File: src/rtl/spim_pkg.sv
// Shared types and register addresses for the SPI master core.
package spim_pkg;

    localparam int REG_W = 16;

    typedef enum logic [1:0] {
        ST_RESET = 2'b00,
        ST_RUN   = 2'b01,
        ST_PAUSE = 2'b11
    } core_state_e;

    // Configuration fields; out_en lands on bit 0.
    typedef struct packed {
        logic keep_drive;
        logic lead_sample;
        logic idle_high;
        logic loopback;
        logic in_en;
        logic out_en;
    } cfg_t;

    localparam int CFG_W = $bits(cfg_t);

    localparam logic [3:0] A_STATE = 4'd0;
    localparam logic [3:0] A_CFG   = 4'd1;
    localparam logic [3:0] A_DIV   = 4'd2;
    localparam logic [3:0] A_OLIM  = 4'd3;
    localparam logic [3:0] A_ILIM  = 4'd4;
    localparam logic [3:0] A_STAT  = 4'd5;
    localparam logic [3:0] A_TXD   = 4'd6;
    localparam logic [3:0] A_RXD   = 4'd7;
    localparam logic [3:0] A_SWRST = 4'd8;

endpackage

File: src/rtl/spim_fifo.sv
// Synchronous FIFO used for both byte queues.
// Assumes: pushes into a full FIFO and pops from an empty one are dropped;
// flush empties the FIFO in one cycle and wins over push and pop.
module spim_fifo #(
    parameter int W     = 8,
    parameter int DEPTH = 8
) (
    input  logic         clk,
    input  logic         rst_n,
    input  logic         flush,
    input  logic         push,
    input  logic [W-1:0] wdata,
    input  logic         pop,
    output logic [W-1:0] rdata,
    output logic         full,
    output logic         empty
);
    localparam int AW = (DEPTH > 1) ? $clog2(DEPTH) : 1;
    localparam int CW = $clog2(DEPTH + 1);

    logic [W-1:0]  mem [DEPTH];
    logic [AW-1:0] wp, rp;
    logic [CW-1:0] cnt;
    logic          push_ok, pop_ok;

    assign full    = (cnt == CW'(DEPTH));
    assign empty   = (cnt == '0);
    assign push_ok = push && !full;
    assign pop_ok  = pop && !empty;
    assign rdata   = mem[rp];

    // Pointer and occupancy bookkeeping.
    always_ff @(posedge clk) begin
        if (!rst_n || flush) begin
            wp  <= '0;
            rp  <= '0;
            cnt <= '0;
        end else begin
            if (push_ok) wp <= (wp == AW'(DEPTH - 1)) ? '0 : wp + AW'(1);
            if (pop_ok)  rp <= (rp == AW'(DEPTH - 1)) ? '0 : rp + AW'(1);
            if (push_ok && !pop_ok)      cnt <= cnt + CW'(1);
            else if (pop_ok && !push_ok) cnt <= cnt - CW'(1);
        end
    end

    // Storage write.
    always_ff @(posedge clk) begin
        if (push_ok) mem[wp] <= wdata;
    end


    fifo_bound_chk: assert property (@(posedge clk) disable iff (!rst_n)
        cnt <= CW'(DEPTH));


    fifo_full_hold_chk: assert property (@(posedge clk) disable iff (!rst_n)
        (full && push && !pop && !flush) |=> full);

endmodule

File: src/rtl/spim_shifter.sv
// Serial byte engine: produces sclk from a half-period divider and shifts
// one byte MSB first in any of the four SPI modes.
// Assumes: start is only honoured while idle; srst_n is a synchronous clear
// that also aborts a byte in flight.
module spim_shifter #(
    parameter int DIV_W = 8
) (
    input  logic             clk,
    input  logic             srst_n,
    input  logic             start,
    input  logic [7:0]       tx_byte,
    input  logic [DIV_W-1:0] half_div,
    input  logic             idle_high,
    input  logic             lead_sample,
    input  logic             out_en,
    input  logic             loopback,
    input  logic             miso,
    output logic             busy,
    output logic             byte_done,
    output logic [7:0]       rx_byte,
    output logic             sclk,
    output logic             mosi
);
    localparam logic [3:0] LAST_HALF = 4'd15;

    logic [DIV_W-1:0] tick, div_eff;
    logic [3:0]       half_idx;
    logic             phase, mosi_q, busy_q, done_q;
    logic [7:0]       tx_sh, rx_sh;
    logic             half_end, leading, do_sample, do_drive, sample_bit;

    assign div_eff    = (half_div == '0) ? DIV_W'(1) : half_div;
    assign half_end   = busy_q && (tick == div_eff - DIV_W'(1));
    assign leading    = ~half_idx[0];
    assign do_sample  = half_end && (leading == lead_sample);
    assign do_drive   = half_end && (leading != lead_sample) && (half_idx != LAST_HALF);
    assign mosi       = out_en ? mosi_q : 1'b1;
    assign sample_bit = loopback ? mosi : miso;
    assign sclk       = phase ^ idle_high;
    assign busy       = busy_q;
    assign byte_done  = done_q;
    assign rx_byte    = rx_sh;

    // Sequencing: divider tick, half-period index, clock phase, end of byte.
    always_ff @(posedge clk) begin
        if (!srst_n) begin
            busy_q   <= 1'b0;
            done_q   <= 1'b0;
            tick     <= '0;
            half_idx <= '0;
            phase    <= 1'b0;
        end else begin
            done_q <= 1'b0;
            if (start && !busy_q) begin
                busy_q   <= 1'b1;
                tick     <= '0;
                half_idx <= '0;
                phase    <= 1'b0;
            end else if (half_end) begin
                tick     <= '0;
                phase    <= ~phase;
                half_idx <= half_idx + 4'd1;
                if (half_idx == LAST_HALF) begin
                    busy_q <= 1'b0;
                    done_q <= 1'b1;
                end
            end else if (busy_q) begin
                tick <= tick + DIV_W'(1);
            end
        end
    end

    // Data path: load, drive the next output bit, capture the input bit.
    always_ff @(posedge clk) begin
        if (!srst_n) begin
            tx_sh  <= '0;
            rx_sh  <= '0;
            mosi_q <= 1'b0;
        end else if (start && !busy_q) begin
            if (lead_sample) begin
                mosi_q <= tx_byte[7];
                tx_sh  <= {tx_byte[6:0], 1'b0};
            end else begin
                tx_sh  <= tx_byte;
            end
        end else begin
            if (do_drive) begin
                mosi_q <= tx_sh[7];
                tx_sh  <= {tx_sh[6:0], 1'b0};
            end
            if (do_sample) rx_sh <= {rx_sh[6:0], sample_bit};
        end
    end


    sclk_idle_chk: assert property (@(posedge clk) disable iff (!srst_n)
        !busy_q |-> (sclk == idle_high));

endmodule

File: src/rtl/spim_regs.sv
// Register file and state control: holds configuration, divider and limits,
// runs the settle window after each state change, decodes software reset
// and builds the read data.
// Assumes: one register access per cycle; reads have no side effect here.
module spim_regs
    import spim_pkg::*;
#(
    parameter int CNT_W     = 16,
    parameter int DIV_W     = 8,
    parameter int DIV_RESET = 2,
    parameter int SETTLE    = 2
) (
    input  logic             clk,
    input  logic             rst_n,
    input  logic             reg_wr,
    input  logic [3:0]       reg_addr,
    input  logic [REG_W-1:0] reg_wdata,
    input  logic             tx_full,
    input  logic             tx_ne,
    input  logic             rx_ne,
    input  logic             out_done,
    input  logic [7:0]       rx_head,
    output logic [REG_W-1:0] reg_rdata,
    output cfg_t             cfg,
    output logic [DIV_W-1:0] half_div,
    output logic [CNT_W-1:0] out_limit,
    output logic [CNT_W-1:0] in_limit,
    output core_state_e      state,
    output logic             st_valid,
    output logic             sw_clear
);
    localparam int SW = $clog2(SETTLE + 1);

    logic [SW-1:0]    settle;
    logic             st_acc;
    logic [CFG_W-1:0] cfg_bits;

    assign sw_clear = reg_wr && (reg_addr == A_SWRST) && reg_wdata[0];
    assign st_valid = (settle == '0);
    assign st_acc   = reg_wr && (reg_addr == A_STATE) && st_valid &&
                      (reg_wdata[1:0] != 2'b10);
    assign cfg_bits = cfg;

    // State code and settle window.
    always_ff @(posedge clk) begin
        if (!rst_n || sw_clear) begin
            state  <= ST_RESET;
            settle <= '0;
        end else if (st_acc) begin
            state  <= core_state_e'(reg_wdata[1:0]);
            settle <= SW'(SETTLE);
        end else if (!st_valid) begin
            settle <= settle - SW'(1);
        end
    end

    // Configuration, divider and limit registers.
    always_ff @(posedge clk) begin
        if (!rst_n || sw_clear) begin
            cfg       <= '0;
            half_div  <= DIV_W'(DIV_RESET);
            out_limit <= '0;
            in_limit  <= '0;
        end else if (reg_wr) begin
            case (reg_addr)
                A_CFG:   cfg       <= cfg_t'(reg_wdata[CFG_W-1:0]);
                A_DIV:   half_div  <= reg_wdata[DIV_W-1:0];
                A_OLIM:  out_limit <= reg_wdata[CNT_W-1:0];
                A_ILIM:  in_limit  <= reg_wdata[CNT_W-1:0];
                default: ;
            endcase
        end
    end

    // Read data selection.
    always_comb begin
        case (reg_addr)
            A_STATE: reg_rdata = REG_W'({st_valid, state});
            A_CFG:   reg_rdata = REG_W'(cfg_bits);
            A_DIV:   reg_rdata = REG_W'(half_div);
            A_OLIM:  reg_rdata = REG_W'(out_limit);
            A_ILIM:  reg_rdata = REG_W'(in_limit);
            A_STAT:  reg_rdata = REG_W'({out_done, rx_ne, tx_ne, tx_full});
            A_RXD:   reg_rdata = REG_W'(rx_head);
            default: reg_rdata = '0;
        endcase
    end


    settle_drop_chk: assert property (@(posedge clk) disable iff (!rst_n)
        (st_acc && !sw_clear) |=> !st_valid);


    settle_rise_chk: assert property (@(posedge clk) disable iff (!rst_n)
        (!st_valid && $past(!st_valid)) |=> st_valid);


    state_hold_chk: assert property (@(posedge clk) disable iff (!rst_n)
        (!st_valid && !sw_clear) |=> $stable(state));

endmodule

File: src/rtl/spim_core.sv
// SPI master top: ties the register file, the two byte queues and the serial
// engine together, gates byte starts on state, limits and queue space, and
// counts bytes sent and stored in the current run.
// Assumes: the reset state holds the engine idle and keeps both queues empty.
module spim_core
    import spim_pkg::*;
#(
    parameter int CNT_W      = 16,
    parameter int DIV_W      = 8,
    parameter int DIV_RESET  = 2,
    parameter int SETTLE     = 2,
    parameter int FIFO_DEPTH = 8
) (
    input  logic        clk,
    input  logic        rst_n,
    input  logic        reg_wr,
    input  logic        reg_rd,
    input  logic [3:0]  reg_addr,
    input  logic [15:0] reg_wdata,
    output logic [15:0] reg_rdata,
    output logic        sclk,
    output logic        mosi,
    output logic        mosi_oe,
    input  logic        miso
);
    cfg_t             cfg;
    core_state_e      state;
    logic             st_valid, sw_clear;
    logic [DIV_W-1:0] half_div;
    logic [CNT_W-1:0] out_limit, in_limit, out_sent, in_recv;
    logic             out_done, in_done, in_reset, core_clr, eng_rst_n;
    logic             tx_push, tx_full, tx_empty, rx_full, rx_empty, rx_pop, rx_store;
    logic [7:0]       tx_head, rx_head, rx_byte;
    logic             eng_busy, byte_done, start;

    assign in_reset  = (state == ST_RESET);
    assign core_clr  = sw_clear || in_reset;
    assign eng_rst_n = rst_n && !core_clr;
    assign out_done  = (out_limit != '0) && (out_sent == out_limit);
    assign in_done   = (in_limit != '0) && (in_recv == in_limit);
    assign tx_push   = reg_wr && (reg_addr == A_TXD) && !in_reset && !out_done;
    assign rx_pop    = reg_rd && (reg_addr == A_RXD);
    assign rx_store  = byte_done && cfg.in_en && !in_done;
    assign start     = (state == ST_RUN) && !eng_busy && !byte_done && !tx_empty &&
                       !out_done && !(cfg.in_en && !in_done && rx_full);
    assign mosi_oe   = cfg.keep_drive || eng_busy;

    spim_regs #(
        .CNT_W(CNT_W), .DIV_W(DIV_W), .DIV_RESET(DIV_RESET), .SETTLE(SETTLE)
    ) u_regs (
        .clk(clk), .rst_n(rst_n), .reg_wr(reg_wr), .reg_addr(reg_addr),
        .reg_wdata(reg_wdata), .tx_full(tx_full), .tx_ne(!tx_empty),
        .rx_ne(!rx_empty), .out_done(out_done), .rx_head(rx_head),
        .reg_rdata(reg_rdata), .cfg(cfg), .half_div(half_div),
        .out_limit(out_limit), .in_limit(in_limit), .state(state),
        .st_valid(st_valid), .sw_clear(sw_clear)
    );

    spim_fifo #(.W(8), .DEPTH(FIFO_DEPTH)) u_txq (
        .clk(clk), .rst_n(rst_n), .flush(core_clr), .push(tx_push),
        .wdata(reg_wdata[7:0]), .pop(start), .rdata(tx_head),
        .full(tx_full), .empty(tx_empty)
    );

    spim_fifo #(.W(8), .DEPTH(FIFO_DEPTH)) u_rxq (
        .clk(clk), .rst_n(rst_n), .flush(core_clr), .push(rx_store),
        .wdata(rx_byte), .pop(rx_pop), .rdata(rx_head),
        .full(rx_full), .empty(rx_empty)
    );

    spim_shifter #(.DIV_W(DIV_W)) u_eng (
        .clk(clk), .srst_n(eng_rst_n), .start(start), .tx_byte(tx_head),
        .half_div(half_div), .idle_high(cfg.idle_high),
        .lead_sample(cfg.lead_sample), .out_en(cfg.out_en),
        .loopback(cfg.loopback), .miso(miso), .busy(eng_busy),
        .byte_done(byte_done), .rx_byte(rx_byte), .sclk(sclk), .mosi(mosi)
    );

    // Per-run byte counters for the send and receive limits.
    always_ff @(posedge clk) begin
        if (!rst_n || core_clr) begin
            out_sent <= '0;
            in_recv  <= '0;
        end else if (byte_done) begin
            out_sent <= out_sent + CNT_W'(1);
            if (rx_store) in_recv <= in_recv + CNT_W'(1);
        end
    end


    start_gate_chk: assert property (@(posedge clk) disable iff (!rst_n)
        $rose(eng_busy) |-> $past(state == ST_RUN && !out_done));


    flush_chk: assert property (@(posedge clk) disable iff (!rst_n)
        (in_reset && $past(in_reset)) |-> (tx_empty && rx_empty));


    swrst_chk: assert property (@(posedge clk) disable iff (!rst_n)
        sw_clear |=> (state == ST_RESET && st_valid && tx_empty && rx_empty));

endmodule

File: config.mk
export PLATFORM = sky130hd
export DESIGN_NAME = spim_core
export DESIGN_NICKNAME = d
export VERILOG_FILES = /design/src/rtl/spim_pkg.sv /design/src/rtl/spim_fifo.sv /design/src/rtl/spim_shifter.sv /design/src/rtl/spim_regs.sv /design/src/rtl/spim_core.sv
export SDC_FILE = /design/constraint.sdc
export NUM_CORES = 1
export LEC_CHECK = 0
export CAP_MARGIN = 10
export CORE_ASPECT_RATIO = 0.75
export CORE_MARGIN = 2
export CORE_UTILIZATION = 60
export CTS_BUF_LIST = sky130_fd_sc_hd__clkbuf_2
export CTS_CLUSTER_SIZE = 40
export DETAILED_ROUTE_END_ITERATION = 12
export PLACE_DENSITY_LB_ADDON = 0.15
export SYNTH_ARGS = -nofsm -noshare
export SYNTH_HDL_FRONTEND = slang
export SYNTH_SLANG_ARGS = --single-unit
File: constraint.sdc
create_clock -name clk -period 7.3 [get_ports clk]
set_input_delay 1.095 -clock clk [delete_from_list [all_inputs] [get_ports clk]]
set_output_delay 1.095 -clock clk [all_outputs]
set_load 0.02 [all_outputs]
==> results of run 1 <==
[layout by cell type, fill, tap and decap left out, types with 4 or more instances in the layout]
cell type          n
a211oi_1           4
a21oi_1           76
a222oi_1           4
a22o_1             8
a22oi_1            5
a31oi_1            5
and2_1             6
and3_1             7
buf_4             16
clkbuf_2          98
clkdlybuf4s50_1   43
clkinv_1           4
dfxtp_1          140
edfxtp_1         128
ha_1              19
inv_1             21
mux2_2             4
mux2i_1           29
mux4_2            33
nand2_1          117
nand2b_1          11
nand3_1           39
nand4_1            9
nor2_1            76
nor2b_1            4
nor3_1            19
nor3b_1            6
nor4_1            19
o21ai_0           26
o21ai_2            8
or2_0              5
or2_2              5
or3_1             15
xnor2_1           32
xor2_1            47
[power groups by stage]
stage	combinational (mW)	clock [mW]	sequential (mW)
finish	0.0784	0.909	1.57
global route	0.0842	1.00	1.57
CTS	0.0773	0.931	1.57
detailed placement	0.0770	0	1.61
global placement	0.0758	0	1.61
floorplan	0.0394	0	1.61
[sequential cells by signal (all words and copies together) (netlist names), 2 cells and up, named ones only]
register and count:
u_rxq.cnt 4, u_regs.cfg 6, out_sent 16, in_recv 16, u_txq.wp 3, u_regs.out_limit 16
u_eng.half_idx 4, u_eng.rx_byte 8, u_rxq.rp 3, u_txq.rp 3, u_txq.cnt 4, u_regs.settle 2
u_rxq.mem 64, u_txq.mem 64, u_regs.in_limit 16, u_eng.tick 8, u_rxq.wp 3, u_regs.state 2
u_regs.half_div 8, u_eng.tx_sh 8
[final timing paths]
path                            from          endpoint  slack (ps)
hold reg to reg       u_eng.tx_sh[0]    u_eng.tx_sh[0]         470
setup reg to reg  u_regs.half_div[4]  u_eng.rx_byte[7]        3650
hold / removal        u_eng.tx_sh[0]    u_eng.tx_sh[0]         470
setup / recovery         reg_addr[1]      reg_rdata[1]        2210
[layer usage]
metal  vias up  wire, µm
met5         -         0
met4         0       577
met3        58      2190
met2       332     11500
met1      4001     12200
li1       3985         -
[worst min-delay path, cell delays in order (launching register included)]
cell,delay (ps)
dfxtp_1,320
nand3_1,60
a21oi_1,50
[kinds of logic after synthesis]
kind of cell    count (synthesis)  synth area share [%]
compound gates                164                  8.66
xor+xnor                       79                  5.85
fa+ha+maj                      21                  2.35
buf+inv                        67                  2.26
flops                         268                  56.2
mux                            67                  9.34
simple gates                  364                  15.4
[per-stage QoR]
step           power (mW)  cells  utilization (%)  hold WS [ps]  setup slack [ps]
3_3_place_gp         1.68   1297             65.0           455              2330
3_5_place_dp         1.68   1297             65.0           462              2290
4_1_cts              2.58   1402             67.7           477              2290
5_1_grt              2.66   1404             67.7           516              2060
2_1_floorplan        1.64   1030                -           445              3680
6_report             2.56   1404             67.7           473              2210
[layout make-up]
cell class | instances | area share, %
multi-input combinational | 695 | 37.9
timing repair buffer | 59 | 4.21
clock inverter | 7 | 0.268
antenna | 2 | 0.0383
clock buffer | 98 | 3.75
inverter | 22 | 0.631
tap | 253 | 2.42
sequential | 268 | 50.8
==> metrics.txt, run 1 <==
Post-Syn Area=11800 µm²; vias in the first global route=7922; clk_skew=between 60 and 70 ps; Yosys warnings=0; Nets=approximately 1.2k; CORE AREA=19300 µm²; vias=8376; Net Switching=616 µW; P_leak=4.38 nW; Seq/Total Area, Yosys=between 50% and 60%; clock buffer depth=3; grt met2 use=37.3%; initial DRC count=723; Comb power frac=3.1%; Worst Setup Start Kind=input port; Vias/cell=5.97; most frequent cell after synthesis=dfxtp_1; Clk pwr share=35.5%; critical path depth=6; Die H=126 µm; syn avg cell area=11.5 µm²; Critical Path RT=slightly above 6000 ps; Synth async-reset ratio=0%; worst vdd ir=0.000147 V; CTS tree=done; residual DRC count=0; status=finished clean; critical path class=input port to primary output; Overall Global Routing Usage=25.6%; area of the multi-input gates=4960 µm²; synth unique cells=66; crit path time final=5090 ps; Reg area=6650 µm²; pin count of the biggest net entering global routing=52; Synth area leader=edfxtp_1; GRT busiest layer=met1; post-DP HPWL=18100 µm; TritonCTS Buffers=61; dominant synthesized flop cell=dfxtp_1; clk sinks=268; Clock transition at path regs=100 ps; Root Driver=clkbuf_2; class of the worst hold path=flop to flop; CP bufs+invs=2; die width=166 µm; share of cells above drive strength 1=around 16%; CP endpoint kind=primary output; commonest cells in the netlist=140 x dfxtp_1, 128 x edfxtp_1, 117 x nand2_1; Setup TNS Final=0 ps; PD cells=196 nW/µm²; Post-Synthesis Cells=1030; post-synthesis register bit count=268; routability congestion estimate=0.879; slowest stage cell, crit path=nor2_1; Flop pwr share=between 60 and 70%; initial antenna violation count=2; Resized Gates After CTS=0; Critical Path AT=4000 ps; grt total ovfl=0; hold path depth=2; Worst path most repeated cell=clkdlybuf4s50_1; fill cell count=1474; I/O pin total=44; Sw Ratio=roughly a quarter; crit share post-route=between 60% and 70%; post-synth top area share=32.5%; die area=between 20000 and 25000 µm²; MaxCap Viol Count=0; row count=44; setup bufs post-CTS=0; worst r2r path cells=10; normalized max-slew margin=between 20 and 30%; critical path cell sequence=clkdlybuf4s50_1, nand2_1, nor2_1, a222oi_1, o221ai_1, clkdlybuf4s50_1; clk_lat worst skew=880 ps; Slowest Stage Delay on Critical Path=840 ps; TritonRoute pass-1 iters=7; Max Slew Vio Count=0; Antenna Violating Nets Remaining=0; H-tree levels=2; internal power=1.94 mW; Initial Util=61.2%; Post-synth EDFFs=approximately 130; Critical Path Fanout Max=15; global-route wire length before repair=about 42000 µm; Top delay family on crit path=buffers and inverters; final wirelength=roughly 26000 µm; slew of the pin with the lowest slew margin=~1100 ps; Syn Nets=1076; Area Overhead vs Synth=10.6%; final setup violating endpoints=0; RSZ-0062 raised after global routing=false; top cells by area, synth=edfxtp_1 32%, dfxtp_1 24%, mux4_2 6.3%, nand2_1 3.7%, xor2_1 3.5%; Hold Vio Cnt, Final=0; placed cell area=between 10000 and 15000 µm²; met3 usage=6.57%; Routed WL per cell=~19 µm; final std cell area, no fill=13100 µm²; fmax=0.196 GHz; I/O Buffers=43; # hold bufs at CTS=0; global-route met1 utilization=between 30% and 40%
Note: power is estimated with default switching activity, not from simulation.
==> run 2, diff against run 1 <==
- CORE_UTILIZATION: 60 -> 57
- clock period: 7.3 -> 4.4 ns (I/O delays scaled with it)
==> metrics.txt, run 2 (synthesis gave the netlist of run 1 again) <==
CP endpoint kind=primary output; Clk pwr share=36.1% (+0.6 points); Worst Setup Start Kind=flop; Clock transition at path regs=100 ps (about the same); status=finished clean; share of cells above drive strength 1=16.4% (+0.48 points); Critical Path AT=3440 ps (-560 ps); Root Driver=clkbuf_2; Antenna Violating Nets Remaining=0 (unchanged); TritonRoute pass-1 iters=6 (-1); slew of the pin with the lowest slew margin=1010 ps (-59.3 ps); MaxCap Viol Count=0 (unchanged); fill cell count=1624 (+10%); critical path class=flop to primary output; CP bufs+invs=1 (-1); Comb power frac=3.1% (about the same); Hold Vio Cnt, Final=0 (unchanged); area of the multi-input gates=4950 µm² (-0.20%); post-placement setup slack=678 ps (-1610 ps); Routed WL per cell=18.3 µm (-2.7%); routability congestion estimate=0.917 (+4.4%); Net Switching=1.06 mW (+72%); Critical Path Fanout Max=11 (-4); Resized Gates After CTS=0 (unchanged); most common library cell in the layout ignoring fill and taps=dfxtp_1; fin cells=1459 (+3.9%); class of the worst hold path=input port to flop; row count=45 (+2.3%); die area=21900 µm² (+5.1%); crit path time final=4100 ps; Flop pwr share=60.8% (-0.6 points); Initial Util=58.2% (-3.0 points); Overall Global Routing Usage=25.3% (-0.31 points); final setup violating endpoints=0 (unchanged); Nets=1172 (+1.6%); internal power=3.23 mW (+66%); vias in the first global route=7892 (-0.38%); final wirelength=26800 µm (+1.1%); Reg area=6650 µm² (unchanged); H-tree levels=3 (+1); clk_lat worst skew=830 ps (-50 ps); Die H=129 µm (+2.5%); PD cells=324 nW/µm² (+66%); final worst slack=302 ps (-1900 ps); initial antenna violation count=1 (-1); Sw Ratio=24.7% (+0.62 points); CORE AREA=20300 µm² (+5.2%); Max Slew Vio Count=0 (unchanged); crit share post-route=between 90 and 100%; Critical Path RT=3740 ps (-2460 ps); grt total ovfl=0 (unchanged); Area Overhead vs Synth=12.0%; largest registers=u_rxq.mem x64, u_txq.mem x64; worst vdd ir=0.000157 V (+7.2%); # hold bufs at CTS=0 (unchanged); Post-Place Cells=1340 (+3.3%); Top delay family on crit path=multiplexers; global-route wire length before repair=42500 µm (+0.69%); die width=170 µm (+2.5%); TritonCTS Buffers=66 (+8.2%); RSZ-0062 raised after global routing=false; normalized max-slew margin=32.1% (+4.0 points); P_leak=4.48 nW (+2.2%); initial DRC count=747 (+3.3%); Setup TNS Final=0 ps (unchanged); fmax=about 0.24 GHz; residual DRC count=0 (unchanged); most frequent cells in the layout=140 x dfxtp_1, 128 x edfxtp_1, 117 x nand2_1; clock buffer depth=3 (unchanged); pin count of the biggest net entering global routing=52 (unchanged); post-DP HPWL=18400 µm (+1.4%); vias=8342 (-0.41%); slowest stage cell, crit path=dfxtp_1; CTS tree=done; setup bufs post-CTS=0 (unchanged); Vias/cell=5.72 (-4.2%); Slowest Stage Delay on Critical Path=810 ps (-30 ps); I/O Buffers=43 (unchanged); clk_skew=70.4 ps (+6.79 ps); I/O pin total=44 (unchanged); critical path cell sequence=mux4_2, mux2i_1, o221ai_1, clkdlybuf4s50_1; clk sinks=268 (unchanged)
run 2: changes by cell type in the layout (fill, tap and decap cells not counted), sizes merged:
cell | before | now
clkinvlp | 2 | 0
clkbuf | 98 | 95
inv | 22 | 24
buf | 16 | 30
diode | 2 | 1
clkinv | 5 | 21
run 2: path summary, 6_finish.rpt:
check	startpoint	endpoint	slack (ps)	cells after the start
max reg2reg	u_regs.out_limit[2]	u_txq.cnt[3]	890	14
min reg2reg	u_eng.tx_sh[7]	u_eng.tx_sh[7]	470	2
max	flop	reg_rdata[1]	300	4
min	reg_wdata[15]	u_regs.in_limit[15]	410	3
run 2: final cells by class:
class,count,area share (%)
sequential,268,50.2
timing repair buffer,73,4.95
clock buffer,95,3.59
antenna,1,0.0189
tap,282,2.66
clock inverter,23,0.670
multi-input combinational,695,37.3
inverter,22,0.623
run 2: tightest hold or removal path, cell delays in order:
cell and delay, ps:
clkdlybuf4s50_1 420, nand2_1 60, a21oi_1 50
run 2: routing by layer:
| layer | share of wire, % | global-route usage (%) | vias up |
|---|---|---|---|
| li1 | - | - | 4021 |
| met1 | 47 | 37.8 | 3993 |
| met2 | 43 | 36.3 | 291 |
| met3 | 8.9 | 7.35 | 37 |
| met4 | 1.3 | 6.94 | 0 |
| met5 | 0 | 0 | - |
run 2: metrics by stage:
step / hold slack, ps / cell area [µm²] / util [%] / power (mW)
2_1_floorplan: 445 / 11800 / - / 2.73
4_1_cts: 338 / 13200 / 65.2 / 4.33
3_5_place_dp: 459 / 12700 / 62.4 / 2.80
5_1_grt: 357 / 13300 / 65.2 / 4.48
3_3_place_gp: 457 / 12700 / 62.4 / 2.80
6_report: 406 / 13300 / 65.2 / 4.29
run 2: power groups by stage:
stage | sequential, mW | combinational, mW | clock (mW)
after floorplan | 2.66 | 0.0654 | 0
after global placement | 2.67 | 0.131 | 0
after detailed placement | 2.67 | 0.133 | 0
after CTS | 2.61 | 0.133 | 1.59
after global routing | 2.61 | 0.145 | 1.72
final | 2.61 | 0.134 | 1.55
